### src/rtl/ecc_rpt_pkg.sv
package ecc_rpt_pkg;
    localparam int ECC_AW   = 32;
    localparam int ECC_ATW  = 8;
    localparam int ECC_MW   = 4;
    localparam int ECC_DW   = 32;
    localparam int BUS_W    = 32;
    localparam int REG_AW   = 3;
    localparam int NSRC     = 2;
    localparam int STAT_W   = 2 * NSRC;
    localparam int CAP_REGS = 3;

    localparam int CFG_SB_LSB = 4;
    localparam int CFG_NC_LSB = CFG_SB_LSB + NSRC;

    localparam logic [REG_AW-1:0] RA_CFG  = REG_AW'(0);
    localparam logic [REG_AW-1:0] RA_STAT = REG_AW'(1);
    localparam int RA_CAP_BASE = 2;

    typedef struct packed {
        logic [ECC_AW-1:0]  addr;
        logic [ECC_ATW-1:0] attr;
        logic [ECC_MW-1:0]  mst;
        logic [ECC_DW-1:0]  data;
    } ecc_info_t;

    localparam int INFO_W = $bits(ecc_info_t);
endpackage

### src/rtl/ecc_ctl_regs.sv
module ecc_ctl_regs
    import ecc_rpt_pkg::*;
(
    input  logic                     clk,
    input  logic                     rst_n,
    input  logic                     wr_en,
    input  logic [REG_AW-1:0]        addr,
    input  logic [7:0]               wdata,
    input  logic [NSRC-1:0]          sb_evt,
    input  logic [NSRC-1:0]          nc_evt,
    output logic [NSRC-1:0]          sb_en_q,
    output logic [NSRC-1:0]          nc_en_q,
    output logic [STAT_W-1:0]        stat_q
);
    typedef struct packed {
        logic [NSRC-1:0]   sb_en;
        logic [NSRC-1:0]   nc_en;
        logic [STAT_W-1:0] stat;
    } ctl_t;

    ctl_t ctl_d, ctl_q;

    always_comb begin
        ctl_d = ctl_q;
        if (wr_en && addr == RA_CFG) begin
            ctl_d.sb_en = wdata[CFG_SB_LSB +: NSRC];
            ctl_d.nc_en = wdata[CFG_NC_LSB +: NSRC];
        end
        if (wr_en && addr == RA_STAT) begin
            ctl_d.stat = ctl_q.stat & ~wdata[STAT_W-1:0];
        end
        // New events take priority over a clear in the same cycle.
        for (int s = 0; s < NSRC; s++) begin
            if (sb_evt[s] && ctl_q.sb_en[s]) ctl_d.stat[s] = 1'b1;
            if (nc_evt[s] && ctl_q.nc_en[s]) ctl_d.stat[NSRC+s] = 1'b1;
        end
    end

    always_ff @(posedge clk or negedge rst_n) begin
        if (!rst_n) ctl_q <= '0;
        else        ctl_q <= ctl_d;
    end

    assign sb_en_q = ctl_q.sb_en;
    assign nc_en_q = ctl_q.nc_en;
    assign stat_q  = ctl_q.stat;
endmodule

### src/rtl/ecc_capture_bank.sv
module ecc_capture_bank
    import ecc_rpt_pkg::*;
(
    input  logic      clk,
    input  logic      rst_n,
    input  logic      sb_evt,
    input  logic      nc_evt,
    input  logic      sb_en,
    input  logic      nc_en,
    input  ecc_info_t sb_info,
    input  ecc_info_t nc_info,
    output ecc_info_t cap_q,
    output logic      err_q
);
    typedef struct packed {
        ecc_info_t cap;
        logic      err;
    } bank_t;

    bank_t bank_d, bank_q;

    always_comb begin
        bank_d     = bank_q;
        // The access that saw an uncorrectable error is always terminated.
        bank_d.err = nc_evt;
        if (nc_evt && nc_en)      bank_d.cap = nc_info;
        else if (sb_evt && sb_en) bank_d.cap = sb_info;
    end

    always_ff @(posedge clk or negedge rst_n) begin
        if (!rst_n) bank_q <= '0;
        else        bank_q <= bank_d;
    end

    assign cap_q = bank_q.cap;
    assign err_q = bank_q.err;
endmodule

### src/rtl/ecc_rd_mux.sv
module ecc_rd_mux
    import ecc_rpt_pkg::*;
(
    input  logic [REG_AW-1:0] addr,
    input  logic [NSRC-1:0]   sb_en,
    input  logic [NSRC-1:0]   nc_en,
    input  logic [STAT_W-1:0] stat,
    input  ecc_info_t         caps [NSRC],
    output logic [BUS_W-1:0]  rdata
);
    always_comb begin
        rdata = '0;
        if (addr == RA_CFG) begin
            rdata[CFG_SB_LSB +: NSRC] = sb_en;
            rdata[CFG_NC_LSB +: NSRC] = nc_en;
        end
        if (addr == RA_STAT) rdata[STAT_W-1:0] = stat;
        for (int s = 0; s < NSRC; s++) begin
            if (addr == REG_AW'(RA_CAP_BASE + CAP_REGS * s))
                rdata[ECC_AW-1:0] = caps[s].addr;
            if (addr == REG_AW'(RA_CAP_BASE + CAP_REGS * s + 1))
                rdata[ECC_ATW+ECC_MW-1:0] = {caps[s].mst, caps[s].attr};
            if (addr == REG_AW'(RA_CAP_BASE + CAP_REGS * s + 2))
                rdata[ECC_DW-1:0] = caps[s].data;
        end
    end
endmodule

### src/rtl/ecc_event_reporter.sv
module ecc_event_reporter
    import ecc_rpt_pkg::*;
(
    input  logic              clk,
    input  logic              rst_n,
    input  logic              bus_wr,
    input  logic [REG_AW-1:0] bus_addr,
    input  logic [BUS_W-1:0]  bus_wdata,
    output logic [BUS_W-1:0]  bus_rdata,
    input  logic              ram_sb_evt,
    input  logic [INFO_W-1:0] ram_sb_info,
    input  logic              ram_nc_evt,
    input  logic [INFO_W-1:0] ram_nc_info,
    input  logic              flash_sb_evt,
    input  logic [INFO_W-1:0] flash_sb_info,
    input  logic              flash_nc_evt,
    input  logic [INFO_W-1:0] flash_nc_info,
    output logic              irq,
    output logic              ram_err_rsp,
    output logic              flash_err_rsp
);
    logic [NSRC-1:0]   sb_evt, nc_evt, sb_en_q, nc_en_q, err_q;
    logic [STAT_W-1:0] stat_q;
    ecc_info_t         sb_info [NSRC];
    ecc_info_t         nc_info [NSRC];
    ecc_info_t         cap_q   [NSRC];

    assign sb_evt     = {flash_sb_evt, ram_sb_evt};
    assign nc_evt     = {flash_nc_evt, ram_nc_evt};
    assign sb_info[0] = ram_sb_info;
    assign sb_info[1] = flash_sb_info;
    assign nc_info[0] = ram_nc_info;
    assign nc_info[1] = flash_nc_info;

    ecc_ctl_regs u_ctl (
        .clk     (clk),
        .rst_n   (rst_n),
        .wr_en   (bus_wr),
        .addr    (bus_addr),
        .wdata   (bus_wdata[7:0]),
        .sb_evt  (sb_evt),
        .nc_evt  (nc_evt),
        .sb_en_q (sb_en_q),
        .nc_en_q (nc_en_q),
        .stat_q  (stat_q)
    );

    for (genvar s = 0; s < NSRC; s++) begin : g_bank
        ecc_capture_bank u_bank (
            .clk     (clk),
            .rst_n   (rst_n),
            .sb_evt  (sb_evt[s]),
            .nc_evt  (nc_evt[s]),
            .sb_en   (sb_en_q[s]),
            .nc_en   (nc_en_q[s]),
            .sb_info (sb_info[s]),
            .nc_info (nc_info[s]),
            .cap_q   (cap_q[s]),
            .err_q   (err_q[s])
        );
    end

    ecc_rd_mux u_rd (
        .addr  (bus_addr),
        .sb_en (sb_en_q),
        .nc_en (nc_en_q),
        .stat  (stat_q),
        .caps  (cap_q),
        .rdata (bus_rdata)
    );

    assign irq           = |stat_q;
    assign ram_err_rsp   = err_q[0];
    assign flash_err_rsp = err_q[1];
endmodule

### config.mk
export PLATFORM = sky130hd
export DESIGN_NAME = ecc_event_reporter
export DESIGN_NICKNAME = d
export VERILOG_FILES = /design/src/rtl/ecc_rpt_pkg.sv /design/src/rtl/ecc_ctl_regs.sv /design/src/rtl/ecc_capture_bank.sv /design/src/rtl/ecc_rd_mux.sv /design/src/rtl/ecc_event_reporter.sv
export SDC_FILE = /design/constraint.sdc
export NUM_CORES = 1
export LEC_CHECK = 0
export BUFFER_PORTS_ARGS = -buffer_cell sky130_fd_sc_hd__buf_2
export CORE_UTILIZATION = 41
export CTS_CLUSTER_SIZE = 30
export DETAILED_ROUTE_END_ITERATION = 8
export PLACE_DENSITY = 0.68
export RECOVER_POWER = 100
export SYNTH_ARGS = -nofsm -noshare
export SYNTH_HDL_FRONTEND = slang
export SYNTH_SLANG_ARGS = --single-unit
### constraint.sdc
create_clock -name clk -period 3 [get_ports clk]
set_input_delay 0 -clock clk [delete_from_list [all_inputs] [get_ports clk]]
set_output_delay 0 -clock clk [all_outputs]
set_load 0.02 [all_outputs]
==> out/metrics.cfg, run 1 <==
[die]
die_height_um = 149
io_pins = 381
die_width_um = 149
placement_rows = 53
start_util = 0.420

[outcome]
outcome = did not finish
error_line = [ERROR RSZ-0060] Max buffer count reached.
haltStage = 4_1_cts

[synth]
post-synth-top-area-fraction = 0.458
post_synth_inst_count = 897
ys_ff_latch = 162
yosysWarningCount = 0
post_synth_main_area_contributors = dfrtp_1 (46%), mux2i_1 (18%), o21ai_1 (9.0%)
synth.most_common_cell = nand2_1
netlist_area_sq_um = 8860
synth_area_leader_cell = dfrtp_1
ys.flop_type = dfrtp_1
synth_sequential_area_ratio = 0.458
synth_enable_flop_cells = 0
synth.avg_cell_area_sq_um = 9.87
synthesis.nets = 1243
postSynth.asyncResetShare = 1.00
synth.top_cells.by_count = nand2_1 (180), dfrtp_1 (162), mux2i_1 (161)
synth_cell_types = 40

[clock_tree]
cts_post_setup_buffers_inserted = 0
postCtsResizedCells = 0
postCtsHoldBufs = 301
cts-root-buf = clkbuf_16
clock_sink_count = 162
tritoncts.num_buffers = 17
max-clock-path-buffers = 2
htreeDepth = 4

[placement]
port_buffers = 356
gp_routability_congestion = 0.818
placed_area_sq_um = 10700
dp_hpwl_um = 19200

-- per-stage QoR --
step	std cells	util	setup WS, ns
3_3_place_gp	1471	0.509	1.16
2_1_floorplan	897	-	1.74
3_5_place_dp	1471	0.509	1.14
-- cell families after synthesis --
logic type | Yosys count | share of synthesized area
buffers and inverters | 75 | 0.0516
multiplexers | 188 | 0.218
flip-flops | 162 | 0.458
AND/OR/NAND/NOR | 234 | 0.116
AO/OA/AOI/OAI | 238 | 0.157
==> inputs of run 2 (changes only) <==
--- a/config.mk
+++ b/config.mk
@@ -6,10 +6,9 @@
 export NUM_CORES = 1
 export LEC_CHECK = 0
 export BUFFER_PORTS_ARGS = -buffer_cell sky130_fd_sc_hd__buf_2
-export CORE_UTILIZATION = 41
-export CTS_CLUSTER_SIZE = 30
+export CORE_UTILIZATION = 26
 export DETAILED_ROUTE_END_ITERATION = 8
-export PLACE_DENSITY = 0.68
+export PLACE_DENSITY_LB_ADDON = 0.15
 export RECOVER_POWER = 100
 export SYNTH_ARGS = -nofsm -noshare
 export SYNTH_HDL_FRONTEND = slang
==> run 2 against run 1 <==
The flow now finishes, with violations (max-capacitance violations, max-slew violations); synthesized area stayed put; synthesized cell count stayed put.
==> out/metrics.cfg, run 2 <==
[routing]
num_vias = 8826
first_iter_violations = 407
drc = 0
first_pass_iters = 4
finalWirelength_um = 32200
vias_per_cell = 4.41
ant_nets = 0
wire_per_inst_um = 16.1

[synth]
yosys.area_share.simple = 0.116  ; unchanged
adder_and_majority_gate_portion_of_the_synthesized_area = 0  ; unchanged
netlist_area_sq_um = 8860  ; unchanged
synth.avg_cell_area_sq_um = 9.87  ; unchanged
synth_enable_flop_cells = 0  ; unchanged
synthesis.nets = 1243  ; unchanged
yosysWarningCount = 0  ; unchanged
postSynth.asyncResetShare = 1.00  ; unchanged
synth_sequential_area_ratio = 0.458  ; unchanged
post_synth_inst_count = 897  ; unchanged
synth.top_cells.by_count = nand2_1 (180), dfrtp_1 (162), mux2i_1 (161)
xor_xnor_share_of_the_synthesized_area = 0  ; unchanged
synth_area_leader_cell = dfrtp_1
ys.flop_type = dfrtp_1
post-synth-top-area-fraction = 0.458  ; unchanged
post_synth_mux_area_share = 0.218  ; unchanged
synth_top_family_by_area = multiplexers
synth_compound_gate_area_share = 0.157  ; unchanged
synth_cell_types = 40  ; unchanged
post_synth_main_area_contributors = dfrtp_1 (46%), mux2i_1 (18%), o21ai_1 (9.0%)
ys_ff_latch = 162  ; unchanged
synth.most_common_cell = nand2_1

[critical_path]
worst_path_largest_cell_delay_ns = 0.68
crit_chain = nand2_2, buf_12, mux2i_1, dlygate4sd3_1, o21ai_1
timing_worst_setup_path_type = flop to flop
cp_data_arrival_time_ns = 2.86
timing.critical_path.to_type = flop
timing.critical_path.fanout_max = 30
slowest_stage = nand2_2
worst-path-buf-inv = 2
required_ns = 3.30
start_kind = flop
family_of_cells_with_the_greatest_summed_delay_on_the_critical_path = buffers and inverters

[timing]
worstMarginPinSlew_ns = 2.34
timing.final.crit_period_ns = 2.56
final_min_period_over_clock_period = 0.852
timing.setup.tns_ns = 0
setup_violations = 0
finalHoldWorstSlack_ns = 0.119
grt_setup_unrepaired = false
slew_headroom = -0.558
fmax_mhz = 391
hold_violations = 0
slew_viol_final = 97
finalClockSkew_ns = 0.0106

[clock_tree]
cts_tree = done
htreeDepth = 4  ; unchanged
postCtsResizedCells = 0  ; unchanged
cts_post_setup_buffers_inserted = 0  ; unchanged
clkSlewWorstSetupHoldPaths_ns = 0.06
tritoncts.num_buffers = 17  ; unchanged
clock_sink_count = 162  ; unchanged
postCtsHoldBufs = 317  ; +5.3%
insertion_delay_ns = 0.44
cts-root-buf = clkbuf_16
max-clock-path-buffers = 2  ; unchanged

[die]
io_pins = 381  ; unchanged
die_width_um = 187  ; +25%
die_height_um = 187  ; +25%
core_area_sq_um = 33500
die-area_sq_um = 34800
start_util = 0.264  ; -0.156
placement_rows = 67  ; +26%

[global_route]
grt_overflow = 0
grt_antenna_before_repair = 0
grt_total_usage = 0.186
grt_pass1_vias = 9128
largest_net_degree_at_the_start_of_global_routing = 115
grt_pass1_wl_um = 50700

[outcome]
outcome = finished, violations left
violations_in_the_final_reports = max-capacitance violations, max-slew violations

[final_layout]
share_of_layout_cells_above_drive_strength_1 = 0.250
largest_reg_flops = 152
mostFrequentLayoutCell = buf_2
layout_common_cells = buf_2 (322), dlygate4sd3_1 (317), nand2_1 (178)
nets = 1886
layout.filler_cells = 3338
flow.area_growth_from_synthesis_pct = 65.8

[placement]
port_buffers = 356  ; unchanged
gp_routability_congestion = 0.761  ; -6.9%
dp_hpwl_um = 21800  ; +14%

[pwr]
worst_ir_drop_on_vdd_mv = 0.387
power.density_nw_per_um2 = 568
static-leakage-power_nw = 7.32

[hold_path]
timing.hold.worst.class = primary input to flop

[job]
max_cap_viol_count = 1

==> run 2: cell counts after synthesis <==
Identical to the previous run, type by type.
==> run 2: through the flow <==
stage / area (sq um) / power [mW] / cells / setup slack [ns] / utilization
final: 14700 / 8.34 / 2000 / 0.443 / 0.438
after global placement: 11000 / 5.67 / 1652 / 1.16 / 0.328
after global routing: 14700 / 8.90 / 1999 / 0.283 / 0.438
after detailed placement: 11000 / 5.72 / 1652 / 1.14 / 0.328
after floorplan: 8860 / 4.81 / 897 / 1.74 / -
after CTS: 14800 / 8.57 / 1999 / 0.634 / 0.441
==> run 2: cells by family after synthesis <==
kind of cell           Yosys count
AOI/OAI and AO/OA              238
and+or+nand+nor                234
muxes                          188
DFF                            162
buffers and inverters           75
==> run 2: path summary, 6_finish.rpt <==
| path | from | endpoint | slack [ns] | cells past startpoint |
|---|---|---|---|---|
| max in group asynchronous | rst_n | u_ctl.sb_en_q[0]$_DFFE_PN0P_ | 0.78 | 2 |
| min | bus_wr | u_ctl.stat_q[2]$_DFFE_PN0P_ | 0.12 | 4 |
| max reg2reg | u_ctl.nc_en_q[0]$_DFFE_PN0P_ | g_bank[0].u_bank.cap_q[29]$_DFFE_PN0P_ | 0.44 | 5 |
| max | u_ctl.nc_en_q[0]$_DFFE_PN0P_ | g_bank[0].u_bank.cap_q[29]$_DFFE_PN0P_ | 0.44 | 5 |
| min reg2reg | g_bank[0].u_bank.cap_q[17]$_DFFE_PN0P_ | g_bank[0].u_bank.cap_q[17]$_DFFE_PN0P_ | 0.47 | 2 |
| min in group asynchronous | rst_n | g_bank[1].u_bank.cap_q[4]$_DFFE_PN0P_ | 0.81 | 2 |
==> run 2: worst register-to-register path, delay by kind of cell (launching register included) <==
family	cells	cell delay [ns]
compound gates	1	0.07
buf+inv	2	0.98
flops	1	0.43
mux	1	0.27
simple gates	1	0.68
==> run 2: report_power, final <==
| group | total [mW] | internal, mW | switching (mW) |
|---|---|---|---|
| logic | 2.71 | 1.34 | 1.36 |
| registers | 3.30 | 2.88 | 0.421 |
| clock network | 2.33 | 1.40 | 0.928 |
| total | 8.34 | 5.63 | 2.71 |
==> run 2: area by class of cell <==
type                    instances  area, sq um  area share
repair buffers                697         5120       0.349
multi-input cells             660         4340       0.295
flip-flops and latches        162         4050       0.276
well taps                     448          561      0.0382
clock buffers                  20          447      0.0304
clock inverters                10          160      0.0109
inverters                       2         7.51    0.000511
diodes                          1         2.50    0.000170
==> run 2: metal layers <==
layer	global-route usage	vias up	routed length, um
met4	0.0435	0	389
met2	0.293	200	14500
met1	0.266	4127	16100
met3	0.0307	23	1170
li1	-	4476	-
met5	0	-	0
(Power assumes the default switching activity.)
==> inputs of run 3 (changes only) <==
--- a/config.mk
+++ b/config.mk
@@ -5,6 +5,7 @@
 export SDC_FILE = /design/constraint.sdc
 export NUM_CORES = 1
 export LEC_CHECK = 0
+export ABC_AREA = 1
 export BUFFER_PORTS_ARGS = -buffer_cell sky130_fd_sc_hd__buf_2
 export CORE_UTILIZATION = 26
 export DETAILED_ROUTE_END_ITERATION = 8
==> run 3 against run 2 <==
The flow still finishes with violations (max-capacitance violations, max-slew violations); design area fell by 2.7%; sequential cell count did not move; setup slack lost 0.036 ns; die area shrank 4.4%; cell count increased by 8.3%; sequential share of layout area is 0.78 points higher; hold slack worse by 0.091 ns; largest cell class unchanged.
==> out/metrics.cfg, run 3 <==
[timing]
setup_violations = 0  ; unchanged
worstMarginPinSlew_ns = 1.80  ; -0.541 ns
grt_setup_unrepaired = false
final_min_period_over_clock_period = 0.864  ; +0.0119
timing.setup.tns_ns = 0  ; unchanged
slew_headroom = -0.197  ; +0.361
finalClockSkew_ns = 0.0167  ; +0.00613 ns
timing.final.crit_period_ns = 2.59  ; +0.0357 ns
hold_violations = 0  ; unchanged
slew_viol_final = 63  ; -35%
fmax_mhz = 386  ; -1.4%

[critical_path]
timing_worst_setup_path_type = flop to flop
start_kind = flop
cp_data_arrival_time_ns = 2.95  ; +0.09 ns
r2r-end = g_bank[0].u_bank.cap_q[11]$_DFFE_PN0P_
timing.critical_path.fanout_max = 97  ; +220%
timing.critical_path.to_type = flop
timing.rr.start = u_ctl.nc_en_q[0]$_DFFE_PN0P_
rr_worst_depth = 6  ; +1
timing.reg2reg.setup_slack_ns = 0.41  ; -0.04 ns
required_ns = 3.36  ; +0.06 ns

[global_route]
grt_total_usage = 0.220  ; +0.0341
largest_net_degree_at_the_start_of_global_routing = 98  ; -15%
grt_overflow = 0  ; unchanged
grt_pass1_vias = 10400  ; +14%
grt_antenna_before_repair = 5  ; +5
grt_pass1_wl_um = 56500  ; +11%

[synth]
synth.top_cells.by_count = o21ai_0 (226), nor2_1 (176), dfrtp_1 (162)
yosysWarningCount = 0  ; unchanged
synth.avg_cell_area_sq_um = 7.71  ; -22%
ys_ff_latch = 162  ; unchanged
synth_sequential_area_ratio = 0.479  ; +0.0211
synth_cell_types = 22  ; -45%
post_synth_main_area_contributors = dfrtp_1 (48%), o21ai_0 (13%), nor2_1 (7.8%)
synth_area_leader_cell = dfrtp_1
synthesis.nets = 1444  ; +16%
ys.flop_type = dfrtp_1
post-synth-top-area-fraction = 0.479  ; +0.0211
postSynth.asyncResetShare = 1.00  ; unchanged
post_synth_inst_count = 1098  ; +22%
netlist_area_sq_um = 8470  ; -4.4%
synth_enable_flop_cells = 0  ; unchanged
synth.most_common_cell = o21ai_0

[job]
max_cap_viol_count = 1  ; unchanged

[pwr]
static-leakage-power_nw = 6.63  ; -9.5%
switching_power_summed_over_all_nets_mw = 3.11  ; +15%
worst_ir_drop_on_vdd_mv = 0.370  ; -4.4%
intPower_mw = 5.95  ; +5.8%
combPwrFrac = 0.392  ; +0.068
clk_pwr_share = 0.247  ; -0.033
swShare = 0.343  ; +0.0179
power.density_nw_per_um2 = 634  ; +12%
power.share.sequential = 0.361  ; -0.035

[hold_path]
worstHoldPathCells = 4  ; unchanged
worstHoldStart = bus_wr
hold-path-endpoint = u_ctl.stat_q[3]$_DFFE_PN0P_
timing.hold.worst.class = primary input to flop

[final_layout]
share_of_layout_cells_above_drive_strength_1 = 0.223  ; -0.0270
largest_reg_flops = 152  ; unchanged
mostFrequentLayoutCell = buf_2
post_layout_nonfiller_instances = 2165  ; +8.3%
nets = 2058  ; +9.1%
flow.area_growth_from_synthesis_pct = 68.7
layout_common_cells = buf_2 (319), dlygate4sd3_1 (316), o21ai_0 (253)

[clock_tree]
max-clock-path-buffers = 2  ; unchanged
clkSlewWorstSetupHoldPaths_ns = 0.07  ; about the same
tritoncts.num_buffers = 17  ; unchanged
postCtsResizedCells = 0  ; unchanged
clock_sink_count = 162  ; unchanged
postCtsHoldBufs = 316  ; -0.32%
cts-root-buf = clkbuf_16
insertion_delay_ns = 0.43  ; about the same
cts_tree = done
htreeDepth = 4  ; unchanged
cts_post_setup_buffers_inserted = 0  ; unchanged

[routing]
drc = 0  ; unchanged
num_vias = 10300  ; +17%
ant_nets = 0  ; unchanged
wire_per_inst_um = 17.0  ; +5.5%
first_iter_violations = 521  ; +28%
first_pass_iters = 5  ; +1
finalWirelength_um = 36800  ; +14%
vias_per_cell = 4.75  ; +7.6%

[outcome]
violations_in_the_final_reports = max-capacitance violations, max-slew violations
outcome = finished, violations left

[die]
start_util = 0.266  ; +0.00212
io_pins = 381  ; unchanged
die_height_um = 182  ; -2.2%
core_area_sq_um = 31800  ; -5.2%
die-area_sq_um = 33300  ; -4.4%
die_width_um = 182  ; -2.2%
placement_rows = 65  ; -3.0%

[placement]
placed_cells_incl_taps = 1812  ; +9.7%
gp_routability_congestion = 0.850  ; +12%
dp_hpwl_um = 24100  ; +11%
port_buffers = 356  ; unchanged

[run 3: changes by cell type after synthesis, sizes merged, moves of 32 or more]
cell,delta
inv,+62
nor2,+161
o21ai,+97
o22ai,+65
clkbuf,+33
nand4,+32
nand3,+122
mux2i,-161
nand2,-89
[run 3: final cells by class]
cell class                 instances  area, sq um
fill                            3270        17500
tap                              435          544
timing repair buffer             688         5080
sequential                       162         4050
multi-input combinational        779         3770
inverter                          64          240
antenna                            5         12.5
clock inverter                    13          141
clock buffer                      19          443
[run 3: power by group through the flow]
stage / Sequential, mW / Clock [mW] / Combinational [mW]
final: 3.27 / 2.24 / 3.55
after detailed placement: 3.30 / 0 / 2.40
after global placement: 3.30 / 0 / 2.39
after floorplan: 3.18 / 0 / 1.58
after global routing: 3.37 / 2.40 / 3.94
after CTS: 3.27 / 2.31 / 3.57
[run 3: critical path: stages, from the launching register on]
cell	delay [ns]
dfrtp_1	0.44
nand2_4	0.28
nand2_2	0.49
buf_12	0.36
o21ai_0	0.16
o21ai_0	0.19
dlygate4sd3_1	0.58
[run 3: worst max-delay path by stage]
stage	start	to	cells past startpoint
global route	u_ctl.nc_en_q[0]$_DFFE_PN0P_	g_bank[0].u_bank.cap_q[33]$_DFFE_PN0P_	6
global placement	bus_addr[0]	bus_rdata[30]	8
floorplan	u_ctl.nc_en_q[0]$_DFFE_PN0P_	g_bank[0].u_bank.cap_q[74]$_DFFE_PN0P_	5
finish	u_ctl.nc_en_q[0]$_DFFE_PN0P_	g_bank[0].u_bank.cap_q[11]$_DFFE_PN0P_	6
detailed placement	bus_addr[0]	bus_rdata[6]	8
CTS	u_ctl.nc_en_q[1]$_DFFE_PN0P_	g_bank[1].u_bank.cap_q[52]$_DFFE_PN0P_	6
[run 3: metrics by stage]
stage | hold slack (ns) | util | worst slack [ns] | instance area, sq um | total power [mW]
4_1_cts | 0.00622 | 0.451 | 0.601 | 14300 | 9.15
6_report | 0.0284 | 0.449 | 0.407 | 14300 | 9.06
5_1_grt | 0.0551 | 0.449 | 0.182 | 14300 | 9.71
2_1_floorplan | -0.296 | - | 1.79 | 8470 | 4.76
3_5_place_dp | 0.0500 | 0.333 | 1.07 | 10600 | 5.71
3_3_place_gp | 0.0520 | 0.333 | 1.10 | 10600 | 5.69
[run 3: logic make-up (layout without fill, tap and decap cells)]
logic type             Yosys count  after routing  synth area share
AOI/OAI and AO/OA              348            348             0.216
buffers and inverters          157            784            0.0783
DFF                            162            162             0.479
muxes                            4              4           0.00532
other                            0              5                 0
and+or+nand+nor                427            427             0.221
[run 3: routing by layer]
layer	part of all wire	up-vias	GRT usage
li1	-	5039	-
met1	0.47	4899	0.308
met2	0.46	309	0.352
met3	0.044	38	0.0295
met4	0.021	0	0.0709
met5	0	-	0
==> inputs of run 4 (changes only) <==
--- a/config.mk
+++ b/config.mk
@@ -13,4 +13,5 @@
 export RECOVER_POWER = 100
 export SYNTH_ARGS = -nofsm -noshare
 export SYNTH_HDL_FRONTEND = slang
+export SYNTH_HIERARCHICAL = 1
 export SYNTH_SLANG_ARGS = --single-unit
==> run 4 against run 3 <==
The flow finishes with violations (negative hold slack, max-capacitance violations, max-slew violations); sequential cell count is the same; critical path depth grew 1; clock skew shrank 0.0035 ns; routed wire length grew 0.77%; combinational power shrank 19%.
==> out/metrics.cfg, run 4 <==
[critical_path]
rr_worst_depth = 6  ; unchanged
worst-path-buf-inv = 4  ; +2
cp_data_arrival_time_ns = 2.44  ; -0.51 ns
timing.critical_path.to_type = output port
timing.critical_path.fanout_max = 24  ; -75%
family_of_cells_with_the_greatest_summed_delay_on_the_critical_path = buffers and inverters
crit_chain = clkbuf_1, inv_1, nor3_4, buf_4, nand2_1, nand4_1, buf_2
worst_path_largest_cell_delay_ns = 0.74  ; +0.16 ns
required_ns = 3.00  ; -0.36 ns
start_kind = primary input
timing_worst_setup_path_type = primary input to output port
worstSetupPathDepth = 7  ; +1
slowest_stage = clkbuf_1

[final_layout]
layout.filler_cells = 3905  ; +19%
multi_input_gate_area_sq_um = 4850  ; +28%
nets = 2411  ; +17%
flow.area_growth_from_synthesis_pct = 58.0
layout_common_cells = nand2_1 (904), buf_2 (333), dlygate4sd3_1 (316)
post_layout_nonfiller_instances = 2546  ; +18%
share_of_layout_cells_above_drive_strength_1 = 0.192  ; -0.0317
number_of_antenna_diodes = 0  ; -5
final_core_utilization = 0.416  ; -0.0336
register_area_sq_um = 4060  ; about the same
mostFrequentLayoutCell = nand2_1
largest_reg_flops = 152  ; unchanged
postLayoutCellArea_sq_um = 15200  ; +6.3%

[routing]
drc = 0  ; unchanged
vias_per_cell = 4.48  ; -5.8%
num_vias = 11400  ; +11%
first_pass_iters = 4  ; -1
finalWirelength_um = 37100  ; +0.77%
wire_per_inst_um = 14.6  ; -14%
ant_nets = 0  ; unchanged
first_iter_violations = 621  ; +19%

[timing]
slew_headroom = -0.0994  ; +0.0978
finalHoldWorstSlack_ns = -0.0206  ; -0.0490 ns
grt_setup_unrepaired = false
fin_ws_ns = 0.556  ; +0.149 ns
worstMarginPinSlew_ns = 1.65  ; -0.147 ns
timing.final.crit_period_ns = 2.44  ; -0.149 ns
timing.setup.tns_ns = 0  ; unchanged
hold_violations = 2  ; +2
slew_viol_final = 158  ; +150%
fmax_mhz = 409  ; +6.1%
setup_violations = 0  ; unchanged
final_min_period_over_clock_period = 0.815  ; -0.0496
finalClockSkew_ns = 0.0132  ; -0.00350 ns

[synth]
synth.top_cells.by_count = nand2_1 (904), nand3_1 (176), dfrtp_1 (162)
post_synth_mux_area_share = 0  ; -0.00532
ys_ff_latch = 162  ; unchanged
synth.most_common_cell = nand2_1
yosysWarningCount = 6  ; +6
synth_enable_flop_cells = 0  ; unchanged
xor_xnor_share_of_the_synthesized_area = 0  ; unchanged
ys.flop_type = dfrtp_1
netlist_area_sq_um = 9610  ; +14%
adder_and_majority_gate_portion_of_the_synthesized_area = 0  ; unchanged
synth_compound_gate_area_share = 0  ; -0.216
yosys.area_share.simple = 0.505  ; +0.284
postSynth.asyncResetShare = 1.00  ; unchanged
synth.avg_cell_area_sq_um = 6.59  ; -15%
post_synth_main_area_contributors = dfrtp_1 (42%), nand2_1 (35%), nand3_1 (9.2%)
post_synth_inst_count = 1459  ; +33%
synth_top_family_by_area = simple AND/OR/NAND/NOR gates
synthesis.nets = 1805  ; +25%
synth_sequential_area_ratio = 0.422  ; -0.0570
synth_area_leader_cell = dfrtp_1
post-synth-top-area-fraction = 0.422  ; -0.0570
synth_cell_types = 18  ; -18%

[die]
core_area_sq_um = 36500  ; +15%
io_pins = 381  ; unchanged
start_util = 0.263  ; -0.00309
die_height_um = 194  ; +6.5%
die-area_sq_um = 37700  ; +13%
die_width_um = 194  ; +6.5%
placement_rows = 70  ; +7.7%

[placement]
dp_hpwl_um = 25200  ; +4.5%
placed_cells_incl_taps = 2198  ; +21%
port_buffers = 356  ; unchanged
placed_area_sq_um = 11500  ; +9.0%
placement_stage_worst_setup_slack_ns = 1.03  ; -0.0329 ns
gp_routability_congestion = 0.817  ; -3.8%

[job]
max_cap_viol_count = 2  ; +1

[pwr]
power.density_nw_per_um2 = 549  ; -13%
worst_ir_drop_on_vdd_mv = 0.349  ; -5.5%
static-leakage-power_nw = 8.19  ; +24%
post-layout-total-power_mw = 8.33  ; -8.0%

[clock_tree]
insertion_delay_ns = 0.43  ; about the same
clkSlewWorstSetupHoldPaths_ns = 0.07  ; about the same
cts-root-buf = clkbuf_16
clock_sink_count = 162  ; unchanged
max-clock-path-buffers = 2  ; unchanged
postCtsResizedCells = 0  ; unchanged
htreeDepth = 4  ; unchanged
tritoncts.num_buffers = 17  ; unchanged
cts_tree = done

[global_route]
grt_pass1_wl_um = 58900  ; +4.2%
global_route.peak_usage_layer = met2
grt_total_usage = 0.196  ; -0.0240
groute.layer.met2.usage = 0.359  ; +0.00704
largest_net_degree_at_the_start_of_global_routing = 101  ; +3.1%
grt_util_met1 = 0.240  ; -0.0674
grt_antenna_before_repair = 0  ; -5
grt_overflow = 0  ; unchanged
grt_pass1_vias = 11500  ; +10%
grt.met3_usage = 0.0315  ; +0.00195

[outcome]
violations_in_the_final_reports = negative hold slack, max-capacitance violations, max-slew violations
outcome = finished, violations left

[hold_path]
worstHoldPathCells = 5  ; +1
timing.hold.worst.class = primary input to flop

-- run 4: changes by cell type after synthesis, sizes merged, moves of 41 or more --
cell	delta
nand3	+55
inv	-42
nand2	+817
buf	+41
o22ai	-72
nor2	-148
o21ai	-256
-- run 4: kinds of logic (layout without fill, tap and decap cells) --
group / count (synthesis) / in the layout
and+or+nand+nor: 1174 / 1174
buffers and inverters: 123 / 742
DFF: 162 / 162
-- run 4: timing repair --
| action | CTS | global route |
|---|---|---|
| setup buffers | 0 | 0 |
| endpoints found under the hold margin | 257 | 0 |
| hold buffers | 316 | 0 |
-- run 4: worst paths after layout --
kind,startpoint,endpoint,slack (ns)
worst max-delay path,bus_addr[1],bus_rdata[19],0.56
max in group asynchronous,rst_n,g_bank[0].u_bank/cap_q[32]$_DFFE_PN0P_,1.35
worst max register to register,u_ctl/sb_en_q[1]$_DFFE_PN0P_,g_bank[1].u_bank/cap_q[30]$_DFFE_PN0P_,0.56
worst min register to register,g_bank[1].u_bank/cap_q[35]$_DFFE_PN0P_,g_bank[1].u_bank/cap_q[35]$_DFFE_PN0P_,0.48
min in group asynchronous,rst_n,g_bank[0].u_bank/cap_q[23]$_DFFE_PN0P_,0.20
worst min-delay path,flash_nc_info[15],g_bank[1].u_bank/cap_q[15]$_DFFE_PN0P_,-0.02
-- run 4: final cells by class --
cell class                      count  share of cell area
Timing Repair Buffer              688               0.333
Multi-Input combinational cell   1174               0.319
Sequential cell                   162               0.267
Tap cell                          468              0.0386
Clock buffer                       18              0.0283
Clock inverter                     14             0.00791
Inverter                           22             0.00544
-- run 4: routing by layer --
| layer | vias to the layer above | routed length (um) |
|---|---|---|
| li1 | 5807 | - |
| met1 | 5272 | 16300 |
| met2 | 297 | 18700 |
| met3 | 19 | 1620 |
| met4 | 0 | 493 |
| met5 | - | 0 |
-- run 4: power breakdown --
| group | switching (mW) | leakage, nW | internal, mW | total (mW) |
|---|---|---|---|---|
| sequential | 0.422 | 2.00 | 2.95 | 3.37 |
| clock | 0.986 | 0.269 | 1.09 | 2.07 |
| combinational | 1.64 | 5.92 | 1.24 | 2.89 |
-- run 4: tightest hold or removal path, delay by kind of cell --
kind	cells	cell delay [ns]
buffers and inverters	1	0.08
AND/OR/NAND/NOR	4	0.29
